### config.mk
export PLATFORM = sky130hd
export DESIGN_NAME = upd_coh_ctrl
export DESIGN_NICKNAME = d
export VERILOG_FILES = /design/src/rtl/upd_coh_pkg.sv /design/src/rtl/upd_coh_lines.sv /design/src/rtl/upd_coh_snoop.sv /design/src/rtl/upd_coh_seq.sv /design/src/rtl/upd_coh_ctrl.sv
export SDC_FILE = /design/constraint.sdc
export NUM_CORES = 1
export LEC_CHECK = 0
export ABC_AREA = 1
export BUFFER_PORTS_ARGS = -buffer_cell sky130_fd_sc_hd__buf_2
export CORE_ASPECT_RATIO = 1.2
export CORE_MARGIN = 2
export CORE_UTILIZATION = 55
export CTS_CLUSTER_SIZE = 8
export DETAILED_ROUTE_END_ITERATION = 7
export GPL_TIMING_DRIVEN = 0
export PLACE_DENSITY_LB_ADDON = 0.1
export SLEW_MARGIN = 10
export SYNTH_ARGS = -nofsm -noshare
export SYNTH_HDL_FRONTEND = slang
export SYNTH_SLANG_ARGS = --single-unit
### constraint.sdc
create_clock -name clk -period 3.8 [get_ports clk]
set_input_delay 1.14 -clock clk [delete_from_list [all_inputs] [get_ports clk]]
set_output_delay 1.14 -clock clk [all_outputs]
set_load 0.02 [all_outputs]
### src/rtl/upd_coh_pkg.sv
package upd_coh_pkg;

   typedef enum logic [2:0] {
      LN_ABSENT  = 3'd0,
      LN_EXCL    = 3'd1,
      LN_SHCLEAN = 3'd2,
      LN_SHOWNER = 3'd3,
      LN_DIRTY   = 3'd4
   } line_st_t;

   typedef enum logic [1:0] {
      BC_NONE    = 2'd0,
      BC_READ    = 2'd1,
      BC_UPDATE  = 2'd2,
      BC_WRBACK  = 2'd3
   } bus_cmd_t;

   localparam logic [1:0] OP_READ  = 2'd0;
   localparam logic [1:0] OP_WRITE = 2'd1;

   function automatic logic is_present(input line_st_t s);
      return s != LN_ABSENT;
   endfunction

   function automatic logic is_owner(input line_st_t s);
      return (s == LN_SHOWNER) || (s == LN_DIRTY);
   endfunction

endpackage

### src/rtl/upd_coh_lines.sv
module upd_coh_lines
   import upd_coh_pkg::*;
#(
   parameter int LINES = 8,
   parameter int IDX_W = $clog2(LINES)
) (
   input  logic             clk,
   input  logic             rst_n,
   input  logic [IDX_W-1:0] cpu_idx,
   input  logic             cpu_we,
   input  line_st_t         cpu_new,
   input  logic [IDX_W-1:0] snp_idx,
   input  logic             snp_we,
   input  line_st_t         snp_new,
   output line_st_t         cpu_st,
   output line_st_t         snp_st
);

   line_st_t st_vec [LINES];

   for (genvar g = 0; g < LINES; g++) begin : g_line
      localparam logic [IDX_W-1:0] MY_IDX = IDX_W'(g);
      line_st_t st_r;

      always_ff @(posedge clk) begin
         if (!rst_n) begin
            st_r <= LN_ABSENT;
         end else if (snp_we && (snp_idx == MY_IDX)) begin
            st_r <= snp_new;
         end else if (cpu_we && (cpu_idx == MY_IDX)) begin
            st_r <= cpu_new;
         end
      end

      assign st_vec[g] = st_r;
   end

   assign cpu_st = st_vec[cpu_idx];
   assign snp_st = st_vec[snp_idx];

endmodule

### src/rtl/upd_coh_snoop.sv
module upd_coh_snoop
   import upd_coh_pkg::*;
(
   input  logic     snp_valid,
   input  bus_cmd_t snp_cmd,
   input  line_st_t snp_st,
   output logic     shared_out,
   output logic     flush,
   output logic     snp_apply,
   output logic     snp_we,
   output line_st_t snp_new
);

   logic seen_rd;
   logic seen_upd;
   logic here;

   assign here     = is_present(snp_st);
   assign seen_rd  = snp_valid && (snp_cmd == BC_READ);
   assign seen_upd = snp_valid && (snp_cmd == BC_UPDATE);

   // answer only for lines that are held here
   assign shared_out = (seen_rd || seen_upd) && here;
   assign flush      = seen_rd && is_owner(snp_st);
   assign snp_apply  = seen_upd && here;
   assign snp_we     = shared_out;

   always_comb begin
      snp_new = snp_st;
      if (seen_rd) begin
         unique case (snp_st)
            LN_EXCL:  snp_new = LN_SHCLEAN;
            LN_DIRTY: snp_new = LN_SHOWNER;
            default:  snp_new = snp_st;
         endcase
      end else if (seen_upd) begin
         if (snp_st == LN_SHOWNER) snp_new = LN_SHCLEAN;
      end
   end

endmodule

### src/rtl/upd_coh_seq.sv
module upd_coh_seq
   import upd_coh_pkg::*;
#(
   parameter int IDX_W = 3
) (
   input  logic             clk,
   input  logic             rst_n,
   input  logic             cpu_valid,
   input  logic [1:0]       cpu_op,
   input  logic [IDX_W-1:0] cpu_idx,
   input  line_st_t         cur_st,
   input  logic             snp_valid,
   input  logic [IDX_W-1:0] snp_idx,
   input  logic             bus_gnt,
   input  logic             shared_in,
   output logic [IDX_W-1:0] look_idx,
   output logic             cpu_done,
   output logic             local_wr,
   output logic             bus_req,
   output bus_cmd_t         bus_cmd,
   output logic [IDX_W-1:0] bus_idx,
   output logic             cpu_we,
   output line_st_t         cpu_new
);

   logic             busy_q, busy_d;
   bus_cmd_t         cmd_q, cmd_d;
   logic [IDX_W-1:0] idx_q, idx_d;
   logic             wmiss_q, wmiss_d;
   logic             collide;
   logic             is_evict;

   assign look_idx = busy_q ? idx_q : cpu_idx;
   assign collide  = snp_valid && (snp_idx == cpu_idx);
   assign is_evict = cpu_op[1];

   assign bus_req = busy_q;
   assign bus_cmd = busy_q ? cmd_q : BC_NONE;
   assign bus_idx = idx_q;

   always_comb begin
      busy_d   = busy_q;
      cmd_d    = cmd_q;
      idx_d    = idx_q;
      wmiss_d  = wmiss_q;
      cpu_done = 1'b0;
      local_wr = 1'b0;
      cpu_we   = 1'b0;
      cpu_new  = cur_st;

      if (!busy_q) begin
         if (cpu_valid && !collide) begin
            idx_d = cpu_idx;
            if (is_evict) begin

               if (is_owner(cur_st)) begin
                  busy_d  = 1'b1;
                  cmd_d   = BC_WRBACK;
                  wmiss_d = 1'b0;
               end else begin
                  cpu_done = 1'b1;
                  cpu_we   = is_present(cur_st);
                  cpu_new  = LN_ABSENT;
               end
            end else if (cpu_op == OP_WRITE) begin
               unique case (cur_st)
                  LN_EXCL, LN_DIRTY: begin
                     cpu_done = 1'b1;
                     local_wr = 1'b1;
                     cpu_we   = 1'b1;
                     cpu_new  = LN_DIRTY;
                  end
                  LN_SHCLEAN, LN_SHOWNER: begin
                     busy_d  = 1'b1;
                     cmd_d   = BC_UPDATE;
                     wmiss_d = 1'b0;
                  end
                  default: begin
                     busy_d  = 1'b1;
                     cmd_d   = BC_READ;
                     wmiss_d = 1'b1;
                  end
               endcase
            end else begin
               if (is_present(cur_st)) begin
                  cpu_done = 1'b1;
               end else begin
                  busy_d  = 1'b1;
                  cmd_d   = BC_READ;
                  wmiss_d = 1'b0;
               end
            end
         end
      end else if (bus_gnt) begin
         cpu_we = 1'b1;
         unique case (cmd_q)
            BC_READ: begin
               if (!wmiss_q) begin
                  cpu_new  = shared_in ? LN_SHCLEAN : LN_EXCL;
                  cpu_done = 1'b1;
                  busy_d   = 1'b0;
               end else if (shared_in) begin
                  cpu_new = LN_SHCLEAN;
                  cmd_d   = BC_UPDATE;
                  wmiss_d = 1'b0;
               end else begin
                  cpu_new  = LN_DIRTY;
                  cpu_done = 1'b1;
                  local_wr = 1'b1;
                  busy_d   = 1'b0;
               end
            end
            BC_UPDATE: begin
               cpu_new  = shared_in ? LN_SHOWNER : LN_DIRTY;
               cpu_done = 1'b1;
               local_wr = 1'b1;
               busy_d   = 1'b0;
            end
            BC_WRBACK: begin
               cpu_new  = LN_ABSENT;
               cpu_done = 1'b1;
               busy_d   = 1'b0;
            end
            default: begin
               cpu_we = 1'b0;
               busy_d = 1'b0;
            end
         endcase
      end
   end

   always_ff @(posedge clk) begin
      if (!rst_n) begin
         busy_q  <= 1'b0;
         cmd_q   <= BC_NONE;
         idx_q   <= '0;
         wmiss_q <= 1'b0;
      end else begin
         busy_q  <= busy_d;
         cmd_q   <= cmd_d;
         idx_q   <= idx_d;
         wmiss_q <= wmiss_d;
      end
   end

endmodule

### src/rtl/upd_coh_ctrl.sv
module upd_coh_ctrl
   import upd_coh_pkg::*;
#(
   parameter int LINES = 8,
   localparam int IDX_W = (LINES > 1) ? $clog2(LINES) : 1
) (
   input  logic             clk,
   input  logic             rst_n,
   input  logic             cpu_valid,
   input  logic [1:0]       cpu_op,
   input  logic [IDX_W-1:0] cpu_idx,
   output logic             cpu_done,
   output logic             local_wr,
   output logic             bus_req,
   output logic [1:0]       bus_cmd,
   output logic [IDX_W-1:0] bus_idx,
   input  logic             bus_gnt,
   input  logic             shared_in,
   input  logic             snp_valid,
   input  logic [1:0]       snp_cmd,
   input  logic [IDX_W-1:0] snp_idx,
   output logic             shared_out,
   output logic             flush,
   output logic             snp_apply
);

   if (LINES < 2) begin : g_bad_lines
      $error("upd_coh_ctrl: LINES must be at least 2");
   end
   if ((1 << IDX_W) != LINES) begin : g_bad_pow2
      $error("upd_coh_ctrl: LINES must be a power of two");
   end

   logic [IDX_W-1:0] look_idx;
   line_st_t         cur_st, snp_st, cpu_new, snp_new;
   logic             cpu_we, snp_we;
   bus_cmd_t         cmd_o;
   bus_cmd_t         snp_cmd_t;

   assign snp_cmd_t = bus_cmd_t'(snp_cmd);
   assign bus_cmd   = cmd_o;

   upd_coh_lines #(.LINES(LINES), .IDX_W(IDX_W)) u_lines (
      .clk     (clk),
      .rst_n   (rst_n),
      .cpu_idx (look_idx),
      .cpu_we  (cpu_we),
      .cpu_new (cpu_new),
      .snp_idx (snp_idx),
      .snp_we  (snp_we),
      .snp_new (snp_new),
      .cpu_st  (cur_st),
      .snp_st  (snp_st)
   );

   upd_coh_snoop u_snoop (
      .snp_valid  (snp_valid),
      .snp_cmd    (snp_cmd_t),
      .snp_st     (snp_st),
      .shared_out (shared_out),
      .flush      (flush),
      .snp_apply  (snp_apply),
      .snp_we     (snp_we),
      .snp_new    (snp_new)
   );

   upd_coh_seq #(.IDX_W(IDX_W)) u_seq (
      .clk       (clk),
      .rst_n     (rst_n),
      .cpu_valid (cpu_valid),
      .cpu_op    (cpu_op),
      .cpu_idx   (cpu_idx),
      .cur_st    (cur_st),
      .snp_valid (snp_valid),
      .snp_idx   (snp_idx),
      .bus_gnt   (bus_gnt),
      .shared_in (shared_in),
      .look_idx  (look_idx),
      .cpu_done  (cpu_done),
      .local_wr  (local_wr),
      .bus_req   (bus_req),
      .bus_cmd   (cmd_o),
      .bus_idx   (bus_idx),
      .cpu_we    (cpu_we),
      .cpu_new   (cpu_new)
   );

endmodule

Word-level counts from Yosys, hierarchy flattened
Cells that the tools add are included.

Bits in registers: 31. Logic and storage cells: 194.

$lt $le $gt $ge: 2. Eq/ne operators: 35. Multiplexer cells: 95. Bitwise logic cells: 3. Reductions and logical operators: 47.

Operators by type and width (count): $mux W3 (34); $mux W1 (41); $eq A3 B3 Y1 const B (10); $mux W2 (12); $logic_and A1 B1 Y1 (23); $eq A3 B2 Y1 const B (7); $bmux W3 S3 (2); $reduce_bool A2 Y1 (9); $eq A3 B1 Y1 const B (4); $pmux W3 S3 (1); $ge A4 B4 Y1 const B (2); $ne A2 B2 Y1 const B (4); $ne A4 B3 Y1 const B (2); $not A3 Y4 (2); $reduce_and A8 Y1 (1); $eq A2 B1 Y1 const B (3); $eq A2 B2 Y1 const B (3); $logic_not A3 Y1 (2); $pmux W1 S2 (3); $pmux W3 S2 (1); $reduce_and A6 Y1 (1); $reduce_bool A3 Y1 (2); $reduce_or A2 Y1 (3); $pmux W2 S2 (1); 7 further kinds (9).

Depth between registers and ports, before layout
Word-level depth: 15. Depth in mapped cells: 19. Mapped depth without buffers: 19.

Cells and area by module
Synthesis repeated with hierarchy kept, for this count alone.

Cells, all modules: 481. Area total of the unflattened synthesis: 2660.1 sq um.

Modules (own cells, without submodules): upd_coh_lines (times used 1, cells each 317, area each 1725.4 sq um, sequential area each 480.5 sq um); upd_coh_seq (times used 1, cells each 135, area each 790.8 sq um, sequential area each 140.1 sq um); upd_coh_snoop (times used 1, cells each 29, area each 143.9 sq um, sequential area each 0.0 sq um).

Worst setup path after synthesis
No wires, ideal clock.

Path type: input-to-output. From: in snp_idx[1]. To: out flush. Arrival: 2.675 ns. Data required time: 2.660 ns. Path slack: -0.015 ns. Stages: 9. Buffers on the path: 1. Cell sequence: buf_2 > nor2_2 > inv_1 > o22ai_1 > or2_1 > inv_1 > o21ai_0 > a21oi_1 > a211oi_1.

Longest elaborated chain between the ends: 7. Elaborated cells on any way between the ends: 8. Classes of those cells: eq/ne (2); mux (3); bitwise (1); reduce/logical (2).

RTL lines: start: declaration (line upd_coh_ctrl.sv:21) `input logic [IDX_W-1:0] snp_idx,`; $not A3 Y4 (implied by the code) (*) (line upd_coh_lines.sv:39) `assign snp_st = st_vec[snp_idx];`; $bmux W3 S3 (*) (line upd_coh_lines.sv:39); $mux W3 (implied by the code) (*) (2 in series) (line upd_coh_lines.sv:39); $eq A3 B2 Y1 or $eq A3 B3 Y1 (tied branches) (line upd_coh_pkg.sv:26) `return (s == LN_SHOWNER) || (s == LN_DIRTY);`; $logic_or A1 B1 Y1 (*) (line upd_coh_pkg.sv:26); $logic_and A1 B1 Y1 (*) (line upd_coh_snoop.sv:24) `assign flush = seen_rd && is_owner(snp_st);`; end: declaration (line upd_coh_ctrl.sv:23) `output logic flush,`.

Mark *: on every way between the ends. The rest lies on a longest branch, timed or not. The select of a mux whose other input is x is not followed.

Worst setup path after layout
From: in cpu_idx[0]. To: out cpu_done.

Longest elaborated chain between the ends: 12. Elaborated cells on any way between the ends: 22. Classes of those cells: eq/ne (4); mux (11); bitwise (1); reduce/logical (6).

RTL lines: start: declaration (line upd_coh_ctrl.sv:11) `input logic [IDX_W-1:0] cpu_idx,`; $mux W3 (line upd_coh_seq.sv:33) `assign look_idx = busy_q ? idx_q : cpu_idx;`; $not A3 Y4 (implied by the code) (line upd_coh_lines.sv:38) `assign cpu_st = st_vec[cpu_idx];`; $bmux W3 S3 (line upd_coh_lines.sv:38); $mux W3 (implied by the code) (2 in series) (line upd_coh_lines.sv:38); $eq A3 B1 Y1 or $eq A3 B3 Y1 (tied branches) (line upd_coh_seq.sv:66, upd_coh_pkg.sv:26); $reduce_or A2 Y1 (line upd_coh_seq.sv:66) `unique case (cur_st)`; $mux W1 (line upd_coh_seq.sv:66); $mux W1 (line upd_coh_seq.sv:65) `end else if (cpu_op == OP_WRITE) begin`; $mux W1 (line upd_coh_seq.sv:54) `if (is_evict) begin`; $mux W1 (*) (line upd_coh_seq.sv:52) `if (cpu_valid && !collide) begin`; $mux W1 (*) (line upd_coh_seq.sv:51) `if (!busy_q) begin`; end: declaration (line upd_coh_ctrl.sv:12) `output logic cpu_done,`.

Marks and branches as above.

==> key figures <==
Detailed routing
  – Final wirelength: 9.46 mm
  – Drt pass-1 iters: 6
  – Detailed Route Iter0 Violations: 302
  – Vias: roughly 3,500
  – Via density: about 5.9
  – Antenna Violating Nets Remaining: 0
  – DRC Markers: 0
  – Drt wl/cell: 15.7 um

Timing
  – Slew margin rel.: between 40% and 50%
  – Setup repair after global routing missed its margin: yes
  – Min Tclk post-route: approximately 3.8 ns
  – Final worst-path cycle share: 100%
  – Fmax: about 0.26 GHz
  – Final setup violation count: 1
  – Slew @ Worst Pin: slightly below 0.8 ns
  – Final hold viol count: 0
  – Max-slew violations: 0
  – Clock Skew: 0.00448 ns
  – Final worst slack: -0.00484 ns

Layout
  – Utilization after layout: roughly 70%
  – Share of cells above drive strength 1: between 20% and 30%
  – Filler cells: slightly above 500
  – Area growth syn-to-layout: 22.9%
  – Multi-input logic area: between 2000 and 2500 um2
  – FF/Latch Area: a little over 600 um2
  – Final instance area: between 3000 and 4000 um2
  – Final Net Count: 559
  – Most common cell after layout, fill and taps aside: nand2_1
  – Total inserted antenna cells: 0
  – Commonest non-fill, non-tap cells in the layout: 124 x nand2_1, 61 x nand3_1, 50 x inv_1, 33 x nor2_1, 31 x dfxtp_1

Floorplan
  – Core Box Area: around 5200 um2
  – Die Footprint: roughly 6000 um2
  – Top Ports: 27
  – Initial core utilization: between 50% and 60%
  – DIE HEIGHT: 84.1 um
  – Die Wd: 70.8 um
  – Row cnt: 29

Power
  – Peak VDD IR: 0.195 mV
  – Power Dens Cells: approximately 310 nW/um2
  – Power, Total: between 0.001 and 0.0015 W
  – Pleak: between 1.5 and 2 nW

Worst setup path
  – Crit path capture: cpu_done
  – Worst R2R Start: u_seq.cmd_q[0]$_SDFFE_PN0P_
  – Worst Setup SP: cpu_idx[0]
  – Slowest Stage Delay on Critical Path: 0.20 ns
  – CP max stage cell: and3_4
  – Worst Setup End Kind: output pin
  – Worst EP required: between 2 and 3 ns
  – Reg2reg setup slack: 1.13 ns
  – R2r worst-path depth: 10
  – Startpoint Class: input pin
  – WS Path Type: in -> out
  – Max FO, Critical Path: 5
  – Most common cell on crit path: nand3_1
  – Worst Path Arrival: about 2.7 ns
  – Crit-path cells: buf_8 > nand2_8 > buf_4 > nand3_1 > nand2_1 > nand2_1 > nand3_1 > nand2_2 > buf_4 > nand3_2 > nand3_1 > and3_4 > o21ai_2 > buf_6
  – Worst r2r dst: u_lines.g_line[5].st_r[0]$_SDFFE_PN0P_

Yosys
  – Synth area leaders: dfxtp_1 21%, nand2_1 17%, nand3_1 12%, inv_1 6.5%, a21oi_1 5.1%
  – Asr flop ratio synth: 0%
  – Top FF cell, synth: dfxtp_1
  – Synth area leader: dfxtp_1
  – Unique cell type count in the Yosys netlist: 44
  – Synth Register Bits: 31
  – Post-synth EDFFs: 0
  – Area share of the leading cell type in the synthesized netlist: 21.1%
  – Post-Synthesis Cell Area: roughly 2900 um2
  – Mapped Cells: 487
  – Yosys warnings: 0
  – Post-Syn Area per Cell: 6.04 um2
  – Register area share after synthesis: roughly a fifth
  – Mapped Nets: roughly 510

Clock network
  – CTS HTree Levels: 2
  – Root Buffer: clkbuf_8
  – TritonCTS clock tree: done
  – Clk slew on worst S/H paths: roughly 0.070 ns
  – Clk buf depth: 2
  – Total CTS buffers: 5
  – Post-CTS Hold Fix Bufs: 0
  – TritonCTS Sinks: 31
  – Worst skew pair latency: slightly below 0.3 ns

GRT
  – Antenna violations before repair: 0
  – Number of global-route vias before repair: about 3,200
  – First-pass GRT wire length: 15.3 mm
  – Total track usage: about a third
  – Largest net degree at the start of global routing: 12
  – Grt total ovfl: 0

Placed design
  – Routability cong.: 0.956
  – Detailed Place HPWL: 6.80 mm
  – Dpl cell area: between 3000 and 4000 um2
  – Port buffer count: 24

Run status
  – Failing checks: negative setup slack
  – Status: finished, violations left

Run
  – Maxcap violations: 0

Worst hold path
  – Hold Path Class: reg -> reg
## worst min path at each step
stage / from / endpoint / slack (ns) / cells past startpoint
after global routing: u_lines.g_line[2].st_r[1]$_SDFFE_PN0P_ / u_lines.g_line[2].st_r[1]$_SDFFE_PN0P_ / 0.51 / 2
final: u_lines.g_line[2].st_r[2]$_SDFFE_PN0P_ / u_lines.g_line[2].st_r[2]$_SDFFE_PN0P_ / 0.48 / 2
after floorplan: u_lines.g_line[7].st_r[1]$_SDFFE_PN0P_ / u_lines.g_line[7].st_r[1]$_SDFFE_PN0P_ / 0.46 / 2
after detailed placement: u_lines.g_line[2].st_r[2]$_SDFFE_PN0P_ / u_lines.g_line[2].st_r[2]$_SDFFE_PN0P_ / 0.48 / 2
after global placement: u_lines.g_line[0].st_r[1]$_SDFFE_PN0P_ / u_lines.g_line[0].st_r[1]$_SDFFE_PN0P_ / 0.47 / 2
after CTS: u_lines.g_line[2].st_r[2]$_SDFFE_PN0P_ / u_lines.g_line[2].st_r[2]$_SDFFE_PN0P_ / 0.49 / 2
## timing repair
| item | CTS | global route |
|---|---|---|
| setup endpoints to repair | 4 | 5 |
| pin swaps | 12 | 14 |
| gates resized for setup | 25 | 27 |
| gates cloned | 2 | 0 |
| buffers inserted | 9 | 10 |
## synthesized netlist by cell type (all sizes together) (4+ instances only)
| library cell | n |
|---|---|
| clkbuf | 5 |
| ha | 4 |
| a21oi | 31 |
| o22ai | 5 |
| dfxtp | 31 |
| o21ai | 45 |
| nand2 | 161 |
| buf | 5 |
| nor3 | 4 |
| nor2 | 36 |
| nand4 | 5 |
| nand3 | 74 |
| inv | 58 |
## sequential cells by signal, summed over array words and instances (netlist names)
signal	count
u_seq.cmd_q	2
u_seq.bus_idx	3
u_seq.bus_req	1
u_lines.g_line.st_r	24
u_seq.wmiss_q	1
## cell families after synthesis
logic type	count (synthesis)	share of synthesized area [%]
AO/OA/AOI/OAI	97	20.0
XOR/XNOR	2	0.596
adder cells (fa/ha/maj)	4	1.70
buffers and inverters	68	9.49
flip-flops	31	21.1
AND/OR/NAND/NOR	285	47.1
## critical path, delay by kind of cell
kind,cells,cell delay [ns]
AO/OA/AOI/OAI,1,0.12
buffers and inverters,4,0.53
AND/OR/NAND/NOR,9,0.88
## stage by stage
step / hold WS, ns / TNS [ns] / instances / worst slack [ns]
after global routing: 0.511 / -0.149 / 602 / -0.0797
after CTS: 0.486 / -0.00140 / 592 / -0.00140
after floorplan: 0.461 / 0 / 487 / 0.0608
final: 0.485 / -0.00484 / 602 / -0.00484
after detailed placement: 0.477 / -0.323 / 573 / -0.136
after global placement: 0.470 / -0.302 / 573 / -0.128
## layout make-up
cell class / instances / share of cell area, %
plain buffers: 10 / 1.80
clock buffers: 8 / 2.77
inverters: 58 / 6.02
multi-input cells: 389 / 61.4
flip-flops and latches: 31 / 17.2
well taps: 62 / 2.15
repair buffers: 44 / 8.72
## metal layers
layer,vias to the layer above,track usage [%],wire [um]
met5,-,0,0
met4,0,16.8,480
met3,40,5.07,706
met2,158,53.6,4450
met1,1598,39.4,3820
li1,1726,-,-
## power by group
part           switching, W  total [W]  internal (W)
logic              0.000309   0.000481      0.000172
registers         0.0000134   0.000354      0.000340
clock network      0.000126   0.000291      0.000165
(Power assumes the default switching activity.)
